--- src/rtl/mhf_pkg.sv ---
package mhf_pkg;

  localparam logic [31:0] CRC_POLY_REFL = 32'hEDB88320;

  typedef struct packed {
    logic crcInit;   // first byte: seed CRC, capture group bit
    logic crcStep;   // fold addrByte into the CRC
    logic lastByte;  // final byte: produce a decision
  } mhfStrobe_t;

endpackage

--- src/rtl/mhf_ctrl.sv ---
module mhf_ctrl
  import mhf_pkg::*;
#(
  parameter int ADDR_BYTES = 6
) (
  input  logic       clk,
  input  logic       rstN,
  input  logic       addrValid,
  input  logic       addrFirst,
  output mhfStrobe_t strobe
);

  localparam int CNT_W = $clog2(ADDR_BYTES + 1);

  // 0 means idle; otherwise the number of bytes already taken
  logic [CNT_W-1:0] byteCnt;

  always_comb begin
    strobe = '0;
    if (addrValid) begin
      if (addrFirst) begin
        strobe.crcInit  = 1'b1;
        strobe.crcStep  = 1'b1;
        strobe.lastByte = (ADDR_BYTES == 1);
      end else if (byteCnt != '0) begin
        strobe.crcStep  = 1'b1;
        strobe.lastByte = (byteCnt == CNT_W'(ADDR_BYTES - 1));
      end
    end
  end

  always_ff @(posedge clk or negedge rstN) begin
    if (!rstN)                byteCnt <= '0;
    else if (strobe.lastByte) byteCnt <= '0;
    else if (strobe.crcInit)  byteCnt <= CNT_W'(1);
    else if (strobe.crcStep)  byteCnt <= byteCnt + CNT_W'(1);
  end

  assert_cnt_bound_R9: assert property (@(posedge clk) disable iff (!rstN)
    byteCnt < CNT_W'(ADDR_BYTES));

  assert_idle_after_last_R5: assert property (@(posedge clk) disable iff (!rstN)
    strobe.lastByte |=> byteCnt == '0);

  assert_stray_ignored_R9: assert property (@(posedge clk) disable iff (!rstN)
    (addrValid && !addrFirst && byteCnt == '0) |-> !strobe.crcStep);

endmodule

--- src/rtl/mhf_datapath.sv ---
module mhf_datapath
  import mhf_pkg::*;
#(
  parameter int NUM_WORDS = 2,
  parameter int WORD_W    = 32,
  localparam int SEL_W    = $clog2(NUM_WORDS),
  localparam int IDX_W    = $clog2(WORD_W)
) (
  input  logic              clk,
  input  logic              rstN,
  input  mhfStrobe_t        strobe,
  input  logic [7:0]        addrByte,
  input  logic              tblWrEn,
  input  logic              tblWrSet,
  input  logic [SEL_W-1:0]  tblWrSel,
  input  logic [WORD_W-1:0] tblWrData,
  input  logic [SEL_W-1:0]  tblRdSel,
  output logic [WORD_W-1:0] tblRdData,
  output logic              resValid,
  output logic              resAccept,
  output logic              resBypass
);

  localparam int HASH_W = SEL_W + IDX_W;

  function automatic logic [31:0] crcByte(input logic [31:0] c, input logic [7:0] b);
    logic [31:0] r;
    r = c ^ {24'd0, b};
    for (int k = 0; k < 8; k++)
      r = r[0] ? ((r >> 1) ^ CRC_POLY_REFL) : (r >> 1);
    return r;
  endfunction

  logic [WORD_W-1:0] tbl [NUM_WORDS];
  logic [31:0]       crcReg, crcSeed, crcNext;
  logic              groupReg, groupNow;
  logic [HASH_W-1:0] hashTop;
  logic [SEL_W-1:0]  wordSel;
  logic [IDX_W-1:0]  bitSel;
  logic              hit;
  logic [WORD_W-1:0] wrOld;

  // table words, one write path per word
  for (genvar w = 0; w < NUM_WORDS; w++) begin : gWord
    always_ff @(posedge clk or negedge rstN) begin
      if (!rstN)
        tbl[w] <= '0;
      else if (tblWrEn && tblWrSel == SEL_W'(w))
        tbl[w] <= tblWrSet ? (tbl[w] | tblWrData) : tblWrData;
    end
  end

  assign tblRdData = tbl[tblRdSel];
  assign wrOld     = tbl[tblWrSel];

  // CRC accumulation
  assign crcSeed  = strobe.crcInit ? 32'hFFFF_FFFF : crcReg;
  assign crcNext  = crcByte(crcSeed, addrByte);
  assign groupNow = strobe.crcInit ? addrByte[0] : groupReg;

  always_ff @(posedge clk or negedge rstN) begin
    if (!rstN) begin
      crcReg   <= '1;
      groupReg <= 1'b0;
    end else begin
      if (strobe.crcStep) crcReg   <= crcNext;
      if (strobe.crcInit) groupReg <= addrByte[0];
    end
  end

  // top hash bits of the bit-reversed CRC
  always_comb begin
    for (int i = 0; i < HASH_W; i++)
      hashTop[HASH_W-1-i] = crcNext[i];
  end

  assign wordSel = hashTop[HASH_W-1 -: SEL_W];
  assign bitSel  = hashTop[IDX_W-1:0];
  assign hit     = tbl[wordSel][bitSel];

  always_ff @(posedge clk or negedge rstN) begin
    if (!rstN) begin
      resValid  <= 1'b0;
      resAccept <= 1'b0;
      resBypass <= 1'b0;
    end else begin
      resValid  <= strobe.lastByte;
      resAccept <= strobe.lastByte & groupNow & hit;
      resBypass <= strobe.lastByte & ~groupNow;
    end
  end

  assert_valid_after_last_R5: assert property (@(posedge clk) disable iff (!rstN)
    strobe.lastByte |=> resValid);

  assert_valid_only_after_last_R5: assert property (@(posedge clk) disable iff (!rstN)
    !strobe.lastByte |=> !resValid);

  assert_bypass_excl_R4: assert property (@(posedge clk) disable iff (!rstN)
    resBypass |-> (resValid && !resAccept));

  assert_accept_needs_valid_R3: assert property (@(posedge clk) disable iff (!rstN)
    resAccept |-> resValid);

  assert_set_keeps_bits_R8: assert property (@(posedge clk) disable iff (!rstN)
    (tblWrEn && tblWrSet) |=> ((tbl[$past(tblWrSel)] & $past(wrOld)) == $past(wrOld)));

endmodule

--- src/rtl/mcast_hash_filter.sv ---
module mcast_hash_filter
  import mhf_pkg::*;
#(
  parameter int ADDR_BYTES = 6,
  parameter int NUM_WORDS  = 2,
  parameter int WORD_W     = 32,
  localparam int SEL_W     = $clog2(NUM_WORDS)
) (
  input  logic              clk,
  input  logic              rstN,
  input  logic              addrValid,
  input  logic              addrFirst,
  input  logic [7:0]        addrByte,
  input  logic              tblWrEn,
  input  logic              tblWrSet,
  input  logic [SEL_W-1:0]  tblWrSel,
  input  logic [WORD_W-1:0] tblWrData,
  input  logic [SEL_W-1:0]  tblRdSel,
  output logic [WORD_W-1:0] tblRdData,
  output logic              resValid,
  output logic              resAccept,
  output logic              resBypass
);

  mhfStrobe_t strobe;

  mhf_ctrl #(.ADDR_BYTES(ADDR_BYTES)) uCtrl (
    .clk      (clk),
    .rstN     (rstN),
    .addrValid(addrValid),
    .addrFirst(addrFirst),
    .strobe   (strobe)
  );

  mhf_datapath #(.NUM_WORDS(NUM_WORDS), .WORD_W(WORD_W)) uData (
    .clk      (clk),
    .rstN     (rstN),
    .strobe   (strobe),
    .addrByte (addrByte),
    .tblWrEn  (tblWrEn),
    .tblWrSet (tblWrSet),
    .tblWrSel (tblWrSel),
    .tblWrData(tblWrData),
    .tblRdSel (tblRdSel),
    .tblRdData(tblRdData),
    .resValid (resValid),
    .resAccept(resAccept),
    .resBypass(resBypass)
  );

endmodule

--- config.mk ---
export PLATFORM = sky130hd
export DESIGN_NAME = mcast_hash_filter
export DESIGN_NICKNAME = d
export VERILOG_FILES = /design/src/rtl/mhf_pkg.sv /design/src/rtl/mhf_ctrl.sv /design/src/rtl/mhf_datapath.sv /design/src/rtl/mcast_hash_filter.sv
export SDC_FILE = /design/constraint.sdc
export NUM_CORES = 1
export LEC_CHECK = 0
export ABC_AREA = 1
export BUFFER_PORTS_ARGS = -buffer_cell sky130_fd_sc_hd__clkbuf_2
export CORE_UTILIZATION = 35
export DETAILED_ROUTE_END_ITERATION = 10
export GPL_TIMING_DRIVEN = 0
export HOLD_SLACK_MARGIN = 0.05
export PLACE_DENSITY = 0.59
export SYNTH_ARGS = -nofsm -noshare
export SYNTH_HDL_FRONTEND = slang
export SYNTH_SLANG_ARGS = --single-unit
--- constraint.sdc ---
create_clock -name clk -period 2.95 [get_ports clk]
set_input_delay 0.295 -clock clk [delete_from_list [all_inputs] [get_ports clk]]
set_output_delay 0.295 -clock clk [all_outputs]
set_load 0.005 [all_outputs]
# Word level (Yosys, flattened, before mapping)
# Cells that the tools add are included.
dict set report word_totals {
  register_bits 103
  latchBits 0
  ramBits 0
  romBits 0
  in_bits 48
  output_inout_bits 35
  elab_cells 62
  mem_count 0
}
dict set report op_classes {
  n_addsub 1
  mul 0
  div 0
  order_cmp 3
  eq_ne 1
  shift 0
  n_mux 27
  n_bitwise 18
  reduce_logical 4
}
# op count
set ops {}
lappend ops {{32-bit 2-to-1 mux} 17}
lappend ops {{13-bit inverter with 14-bit output} 8}
lappend ops {{32-bit OR} 2}
lappend ops {{32-bit by 8-bit XOR with 32-bit output} 1}
lappend ops {{3-bit 2-to-1 mux} 4}
lappend ops {{5-bit by 6-bit < comparator with 1-bit output (second input constant)} 1}
lappend ops {{3-bit nonzero test} 2}
lappend ops {{1-bit binary-select mux with 5-bit select} 1}
lappend ops {{2-bit >= comparator (second input constant)} 2}
lappend ops {{2-bit 2-to-1 mux} 2}
lappend ops {{1-bit inverter with 2-bit output} 2}
lappend ops {{3-bit by 1-bit adder with 3-bit output (second input constant)} 1}
lappend ops {{1-bit bitwise AND} 3}
lappend ops {{3-bit equality test (second input constant)} 1}
lappend ops {{1-bit 2-to-1 mux} 3}
lappend ops {{1-bit logical AND} 2}
lappend ops {{1-bit inverter} 2}

# Longest topological paths before layout
dict set report logic_depth {
  ltp_word 29
  ltp_mapped 19
  ltp_nobuf 18
}

# By module
# Synthesis repeated with hierarchy kept, for this count alone.
dict set report unflattened {
  cells_unflattened 792
  hier_area_um2 6114.6
}
# mod n_inst cells_per_inst area_each_um2 seq_area_each_um2
set modules_own_cells {}
lappend modules_own_cells {mhf_datapath 1 756 5866.9 2542.4}
lappend modules_own_cells {mhf_ctrl 1 36 247.7 75.1}

# Worst setup path after synthesis
# No wires, ideal clock.
dict set report synth_path {
  kind {flip-flop to flip-flop}
  startpoint {register uData.crcReg[0]}
  endpoint {register uData.resAccept}
  setup_ns 0.119
  arrival_time_ns 1.803
  required_time_ns 2.831
  setup_slack_ns 1.028
  path_stages_with_launch 17
  path_buffers 1
  period_less_slack_ns 1.922
  path_cell_list {dfstp_2 > inv_1 > nand2_1 > nand2_1 > nand2_4 > nand3_1 > nand2_4 > inv_2 > nand2_1 > nand2_1 > buf_6 > nand2_1 > nand3_1 > nand3_1 > nand3_1 > a21oi_1 > nor2_1}
}
dict set report synth_via {
  elab_chain_cells 15
  elab_cells_between_ends 16
  cone_classes {mux (11); bitwise (5)}
}
# element line
set synth_rtl {}
lappend synth_rtl {{from (decl)} mhf_datapath.sv:35} ;# logic [31:0] crcReg, crcSeed, crcNext;
lappend synth_rtl {{from (signal assigned)} mhf_datapath.sv:66} ;# if (strobe.crcStep) crcReg <= crcNext;
lappend synth_rtl {{32-bit 2-to-1 mux (*)} mhf_datapath.sv:57} ;# assign crcSeed = strobe.crcInit ? 32'hFFFF_FFFF : crcReg;
lappend synth_rtl {{32-bit by 8-bit XOR with 32-bit output (*)} mhf_datapath.sv:28} ;# r = c ^ {24'd0, b};
lappend synth_rtl {{32-bit 2-to-1 mux (*)} mhf_datapath.sv:30} ;# r = r[0] ? ((r >> 1) ^ CRC_POLY_REFL) : (r >> 1);
lappend synth_rtl {{13-bit inverter with 14-bit output (no source line)} n/a}
lappend synth_rtl {{32-bit 2-to-1 mux (*) (3 in a row)} mhf_datapath.sv:30}
lappend synth_rtl {{13-bit inverter with 14-bit output (no source line)} n/a}
lappend synth_rtl {{32-bit 2-to-1 mux (*) (4 in a row)} mhf_datapath.sv:30}
lappend synth_rtl {{1-bit binary-select mux with 5-bit select (*)} mhf_datapath.sv:79} ;# assign hit = tbl[wordSel][bitSel];
lappend synth_rtl {{1-bit 2-to-1 mux (not written as such) (*)} mhf_datapath.sv:79}
lappend synth_rtl {{1-bit bitwise AND (*)} mhf_datapath.sv:88} ;# resAccept <= strobe.lastByte & groupNow & hit;
lappend synth_rtl {{to (signal assigned)} mhf_datapath.sv:88}
lappend synth_rtl {{to (decl)} mhf_datapath.sv:20} ;# output logic resAccept,
# Every way passes the cells marked *; elsewhere a longest branch is shown, timed or not. The select of a mux whose other input is x is not followed.
# A chain may end at the register's enable or synchronous reset.

# Final worst setup path
# Same ends and word-level chain as after synthesis.

==> impl_results.html <==
<table>
<tr><th>Metric</th><th>Value</th></tr>
<tr><th colspan="2">Setup path</th></tr>
<tr><td>Peak per-stage delay on the critical path</td><td>530 ps</td></tr>
<tr><td>Cell depth of the worst flop-to-flop path</td><td>16</td></tr>
<tr><td>Crit Reg-Reg Endpoint</td><td>uData.resAccept</td></tr>
<tr><td>Sort of element at the start of the critical path</td><td>flip-flop</td></tr>
<tr><td>Classification of the worst setup path</td><td>reg2reg</td></tr>
<tr><td>Maximum fanout along the worst path</td><td>9</td></tr>
<tr><td>R2r setup slk</td><td>470 ps</td></tr>
<tr><td>Kind of end point of the critical path</td><td>flip-flop</td></tr>
<tr><td>Cells traversed along the worst timing path</td><td>inv_1 -&gt; nand2_1 -&gt; nand2_1 -&gt; nand2_4 -&gt; nand3_1 -&gt; nand2_4 -&gt; inv_2 -&gt; nand3_1 -&gt; nand2_1 -&gt; nand3_1 -&gt; nand3_1 -&gt; nand3_1 -&gt; nand2_1 -&gt; nand2_1 -&gt; nand2_1 -&gt; nor2_1</td></tr>
<tr><td>Reg2Reg Launch Point</td><td>uData.crcReg[0]</td></tr>
<tr><td>Cell repeated most along the worst path</td><td>sky130_fd_sc_hd__nand2_1</td></tr>
<tr><td>Required time at the worst-slack endpoint</td><td>3190 ps</td></tr>
<tr><td>Worst endpoint data arrival time</td><td>2720 ps</td></tr>
<tr><td>Cell at the slowest stage of the critical path</td><td>sky130_fd_sc_hd__dfstp_2</td></tr>
<tr><th colspan="2">Power and ir drop</th></tr>
<tr><td>Part of the total power dissipated in the clock network</td><td>0.165</td></tr>
<tr><td>Total power consumption of the routed design</td><td>7.46 mW</td></tr>
<tr><td>Static Leakage</td><td>3.66 nW</td></tr>
<tr><td>Switching fraction of total power</td><td>0.440</td></tr>
<tr><td>Seq pwr share</td><td>0.290</td></tr>
<tr><td>Combinational share of power</td><td>0.545</td></tr>
<tr><td>Power Internal</td><td>between 4 and 5 mW</td></tr>
<tr><td>IR Drop Worst-Case VDD</td><td>between 500 and 600 uV</td></tr>
<tr><td>Power density over the cells</td><td>between 1000 and 1500 nW/um2</td></tr>
<tr><td>Reported net switching power</td><td>3.28 mW</td></tr>
<tr><th colspan="2">STA</th></tr>
<tr><td>Slew at the pin closest to its max-slew limit</td><td>858 ps</td></tr>
<tr><td>Total negative slack for setup checks</td><td>0 ps</td></tr>
<tr><td>Achievable clock frequency</td><td>403 MHz</td></tr>
<tr><td>Final count of pins violating max slew</td><td>0</td></tr>
<tr><td>Remaining max-slew budget at the tightest pin</td><td>0.428</td></tr>
<tr><td>Total setup violations reported at the end of the flow</td><td>0</td></tr>
<tr><td>Unrepaired setup endpoints after global routing</td><td>no</td></tr>
<tr><td>Hold violation count in the final report</td><td>0</td></tr>
<tr><td>Worst-case clock skew</td><td>8.50 ps</td></tr>
<tr><td>Crit path time final</td><td>2480 ps</td></tr>
<tr><td>Final critical-path share of the clock period</td><td>0.840</td></tr>
<tr><th colspan="2">Final layout</th></tr>
<tr><td>Antenna cell count</td><td>0</td></tr>
<tr><td>Nets@finish</td><td>953</td></tr>
<tr><td>Core utilization of the finished layout</td><td>0.416</td></tr>
<tr><td>Non-filler cells, final</td><td>1,132</td></tr>
<tr><td>Final cell area excluding filler cells</td><td>slightly above 7000 um2</td></tr>
<tr><td>Area added between synthesis and finish</td><td>15.9%</td></tr>
<tr><td>Most common cell after layout, fill and taps aside</td><td>sky130_fd_sc_hd__nand2_1</td></tr>
<tr><td>Filler Cell Count</td><td>1,844</td></tr>
<tr><td>Fraction of layout cells with a size suffix above 1</td><td>0.189</td></tr>
<tr><td>Most used cells in the layout excluding fill and tap cells</td><td>sky130_fd_sc_hd__nand2_1 (182), sky130_fd_sc_hd__inv_1 (135), sky130_fd_sc_hd__o21ai_0 (108)</td></tr>
<tr><th colspan="2">Synthesis</th></tr>
<tr><td>Top_reg_cell synth</td><td>sky130_fd_sc_hd__dfrtp_1</td></tr>
<tr><td>Main combinational cell family by area after synthesis</td><td>simple AND/OR/NAND/NOR gates</td></tr>
<tr><td>Post-synth design cell area</td><td>6210 um2</td></tr>
<tr><td>Unique cell type count in the Yosys netlist</td><td>35</td></tr>
<tr><td>Xor/xnor cell area share of the yosys netlist</td><td>0.0937</td></tr>
<tr><td>Post-synthesis share of cell area spent on full adders, half adders and majority gates</td><td>0.00605</td></tr>
<tr><td>Compound-gate portion of the synthesized area</td><td>0.151</td></tr>
<tr><td>Fraction of synthesized area in multiplexers</td><td>0</td></tr>
<tr><td>Post-synth EDFFs</td><td>0</td></tr>
<tr><td>Number of nets in the synthesized netlist</td><td>862</td></tr>
<tr><td>Post-synthesis area per instance</td><td>~7.7 um2</td></tr>
<tr><td>Area share of and/or/nand/nor cells after synthesis</td><td>0.210</td></tr>
<tr><td>Sequential area share after synthesis</td><td>0.422</td></tr>
<tr><td>Proportion of synthesized flip-flops having asynchronous set or reset</td><td>1.00</td></tr>
<tr><td>#FFs+latches synth</td><td>103</td></tr>
<tr><td>Synth Warn #</td><td>0</td></tr>
<tr><td>Gate count of the mapped netlist</td><td>between 800 and 900</td></tr>
<tr><th colspan="2">GRT</th></tr>
<tr><td>Global router's overall resource usage</td><td>0.204</td></tr>
<tr><td>Global-route wire length before repair</td><td>approximately 29 mm</td></tr>
<tr><td>Remaining global-route overflow</td><td>0</td></tr>
<tr><td>Initial antenna violation count</td><td>0</td></tr>
<tr><td>Maximum number of pins on one net before global-route repair</td><td>between 100 and 150</td></tr>
<tr><td>Number of global-route vias before repair</td><td>5,505</td></tr>
<tr><th colspan="2">Floorplanning</th></tr>
<tr><td>Initial standard-cell utilization of the core</td><td>0.359</td></tr>
<tr><td>Standard cell core area</td><td>around 17,000 um2</td></tr>
<tr><td>Die outline width</td><td>135 um</td></tr>
<tr><td>IO Count</td><td>83</td></tr>
<tr><td>Std cell rows</td><td>48</td></tr>
<tr><td>Die area</td><td>18,300 um2</td></tr>
<tr><td>Vertical die dimension</td><td>135 um</td></tr>
<tr><th colspan="2">Placement</th></tr>
<tr><td>Input/output buffers</td><td>80</td></tr>
<tr><td>Cell total after placement</td><td>1,116</td></tr>
<tr><td>Detailed Place HPWL</td><td>12.5 mm</td></tr>
<tr><td>Routability Congestion</td><td>about 0.84</td></tr>
<tr><td>Post-DP Area</td><td>6900 um2</td></tr>
<tr><th colspan="2">Clock tree</th></tr>
<tr><td>Post-CTS setup buffer count</td><td>0</td></tr>
<tr><td>Cells resized by post-CTS repair</td><td>0</td></tr>
<tr><td>Clock tree from TritonCTS</td><td>yes</td></tr>
<tr><td>Number of clock sinks</td><td>103</td></tr>
<tr><td>Root buffer cell</td><td>sky130_fd_sc_hd__clkbuf_16</td></tr>
<tr><td>Number of buffers inserted during clock tree synthesis</td><td>9</td></tr>
<tr><td>Hold buffer count at cts</td><td>0</td></tr>
<tr><td>Maximum clock insertion buffer count</td><td>2</td></tr>
<tr><td># H-tree levels</td><td>3</td></tr>
<tr><td>Clock-pin slew of the registers on the worst-case setup and hold paths</td><td>roughly 70 ps</td></tr>
<tr><td>Worst skew pair latency</td><td>about 350 ps</td></tr>
<tr><th colspan="2">Detailed routing</th></tr>
<tr><td>Drt pass-1 iters</td><td>5</td></tr>
<tr><td>Total length of routed wires</td><td>17.5 mm</td></tr>
<tr><td>Via Count</td><td>5,572</td></tr>
<tr><td>Post-detailed-route count of antenna-violating nets</td><td>0</td></tr>
<tr><td>Iteration-0 DRC count of the detailed router</td><td>397</td></tr>
<tr><td>Average routed wire per standard cell</td><td>around 15 um</td></tr>
<tr><td>Remaining design rule violation count</td><td>0</td></tr>
<tr><td>Via/cell ratio</td><td>around 4.9</td></tr>
<tr><th colspan="2">Min path</th></tr>
<tr><td>Worst hold-check path type</td><td>in2async</td></tr>
<tr><th colspan="2">Outcome</th></tr>
<tr><td>Outcome</td><td>completed</td></tr>
<tr><th colspan="2">Job</th></tr>
<tr><td>Max-cap viol count</td><td>0</td></tr>
</table>
-- power by group through the flow --
stage               clock network [mW]  registers, mW  logic (mW)
floorplan                            0           2.13        3.08
global placement                     0           2.17        4.02
detailed placement                   0           2.18        4.06
CTS                               1.26           2.16        4.07
global route                      1.31           2.21        4.59
finish                            1.23           2.16        4.07
-- worst max-delay path, delay by kind of cell (launching register included) --
family                 cells  cell delay (ps)
buffers and inverters      2              140
DFF                        1              530
and+or+nand+nor           14             1690
-- flip-flops by register name (all words and copies together) (netlist names) --
register,cells
uData.crcReg,32
uCtrl.byteCnt,3
uData.resAccept,1
uData.tbl,64
uData.resValid,1
uData.resBypass,1
uData.groupReg,1
-- per-stage QoR --
stage / setup WS, ps / hold WS, ps
after floorplan: 1030 / -0.591
after global placement: 67.9 / 464
after detailed placement: 412 / 464
after CTS: 505 / 90.8
after global routing: 292 / 102
final: 471 / 61.3
-- cell families after synthesis --
family,after synthesis
xor gates and xnor gates,57
buffers and inverters,182
DFF,103
AOI/OAI and AO/OA,171
adders and majority gates,3
and+or+nand+nor,295
-- Yosys cell counts (3+ instances only) --
| library cell | count | share of area |
|---|---|---|
| sky130_fd_sc_hd__nand2_1 | 182 | 0.11 |
| sky130_fd_sc_hd__inv_1 | 135 | 0.082 |
| sky130_fd_sc_hd__o21ai_0 | 108 | 0.087 |
| sky130_fd_sc_hd__dfrtp_1 | 71 | 0.29 |
| sky130_fd_sc_hd__nand3_1 | 58 | 0.047 |
| sky130_fd_sc_hd__o22ai_1 | 50 | 0.050 |
| sky130_fd_sc_hd__dfstp_2 | 32 | 0.14 |
| sky130_fd_sc_hd__nor2_1 | 30 | 0.018 |
| sky130_fd_sc_hd__xor2_1 | 30 | 0.042 |
| sky130_fd_sc_hd__clkbuf_1 | 29 | 0.018 |
| sky130_fd_sc_hd__xnor2_1 | 19 | 0.027 |
| sky130_fd_sc_hd__nand2_4 | 9 | 0.016 |
| sky130_fd_sc_hd__inv_2 | 6 | 0.0036 |
| sky130_fd_sc_hd__buf_4 | 5 | 0.0060 |
| sky130_fd_sc_hd__a21oi_1 | 4 | 0.0032 |
| sky130_fd_sc_hd__nand2_2 | 4 | 0.0040 |
| sky130_fd_sc_hd__nand3b_1 | 4 | 0.0048 |
| sky130_fd_sc_hd__xor2_2 | 4 | 0.010 |
| sky130_fd_sc_hd__a22oi_1 | 3 | 0.0036 |
| sky130_fd_sc_hd__buf_2 | 3 | 0.0024 |
| sky130_fd_sc_hd__buf_6 | 3 | 0.0054 |
| sky130_fd_sc_hd__ha_1 | 3 | 0.0060 |
| sky130_fd_sc_hd__nand3_2 | 3 | 0.0048 |
| sky130_fd_sc_hd__o21ai_1 | 3 | 0.0024 |
-- area by class of cell --
class	count	area [um2]	share of cell area
plain buffers	40	195	0.0271
multi-input cells	526	2860	0.397
repair buffers	80	409	0.0568
flip-flops and latches	103	2620	0.364
clock inverters	5	55.1	0.00765
clock buffers	11	243	0.0337
well taps	225	282	0.0391
inverters	142	538	0.0748
-- metal layers --
metal	GRT usage	vias up	part of all wire
met5	0	-	0
met4	0.0655	0	0.019
met3	0.0363	23	0.041
met2	0.328	131	0.47
met1	0.276	2653	0.47
li1	-	2765	-
-- worst max-delay path by stage --
| stage | startpoint | endpoint | slack, ps | cells past startpoint |
|---|---|---|---|---|
| floorplan | uData.crcReg[0] | uData.resAccept | 1030 | 16 |
| global placement | rstN | uData.tbl[29] | 70 | 1 |
| detailed placement | addrValid | uData.resAccept | 410 | 16 |
| CTS | uData.crcReg[0] | uData.resAccept | 510 | 16 |
| global route | uData.crcReg[0] | uData.resAccept | 290 | 16 |
| finish | uData.crcReg[0] | uData.resAccept | 470 | 16 |
Power figures use the tool's default switching activity.
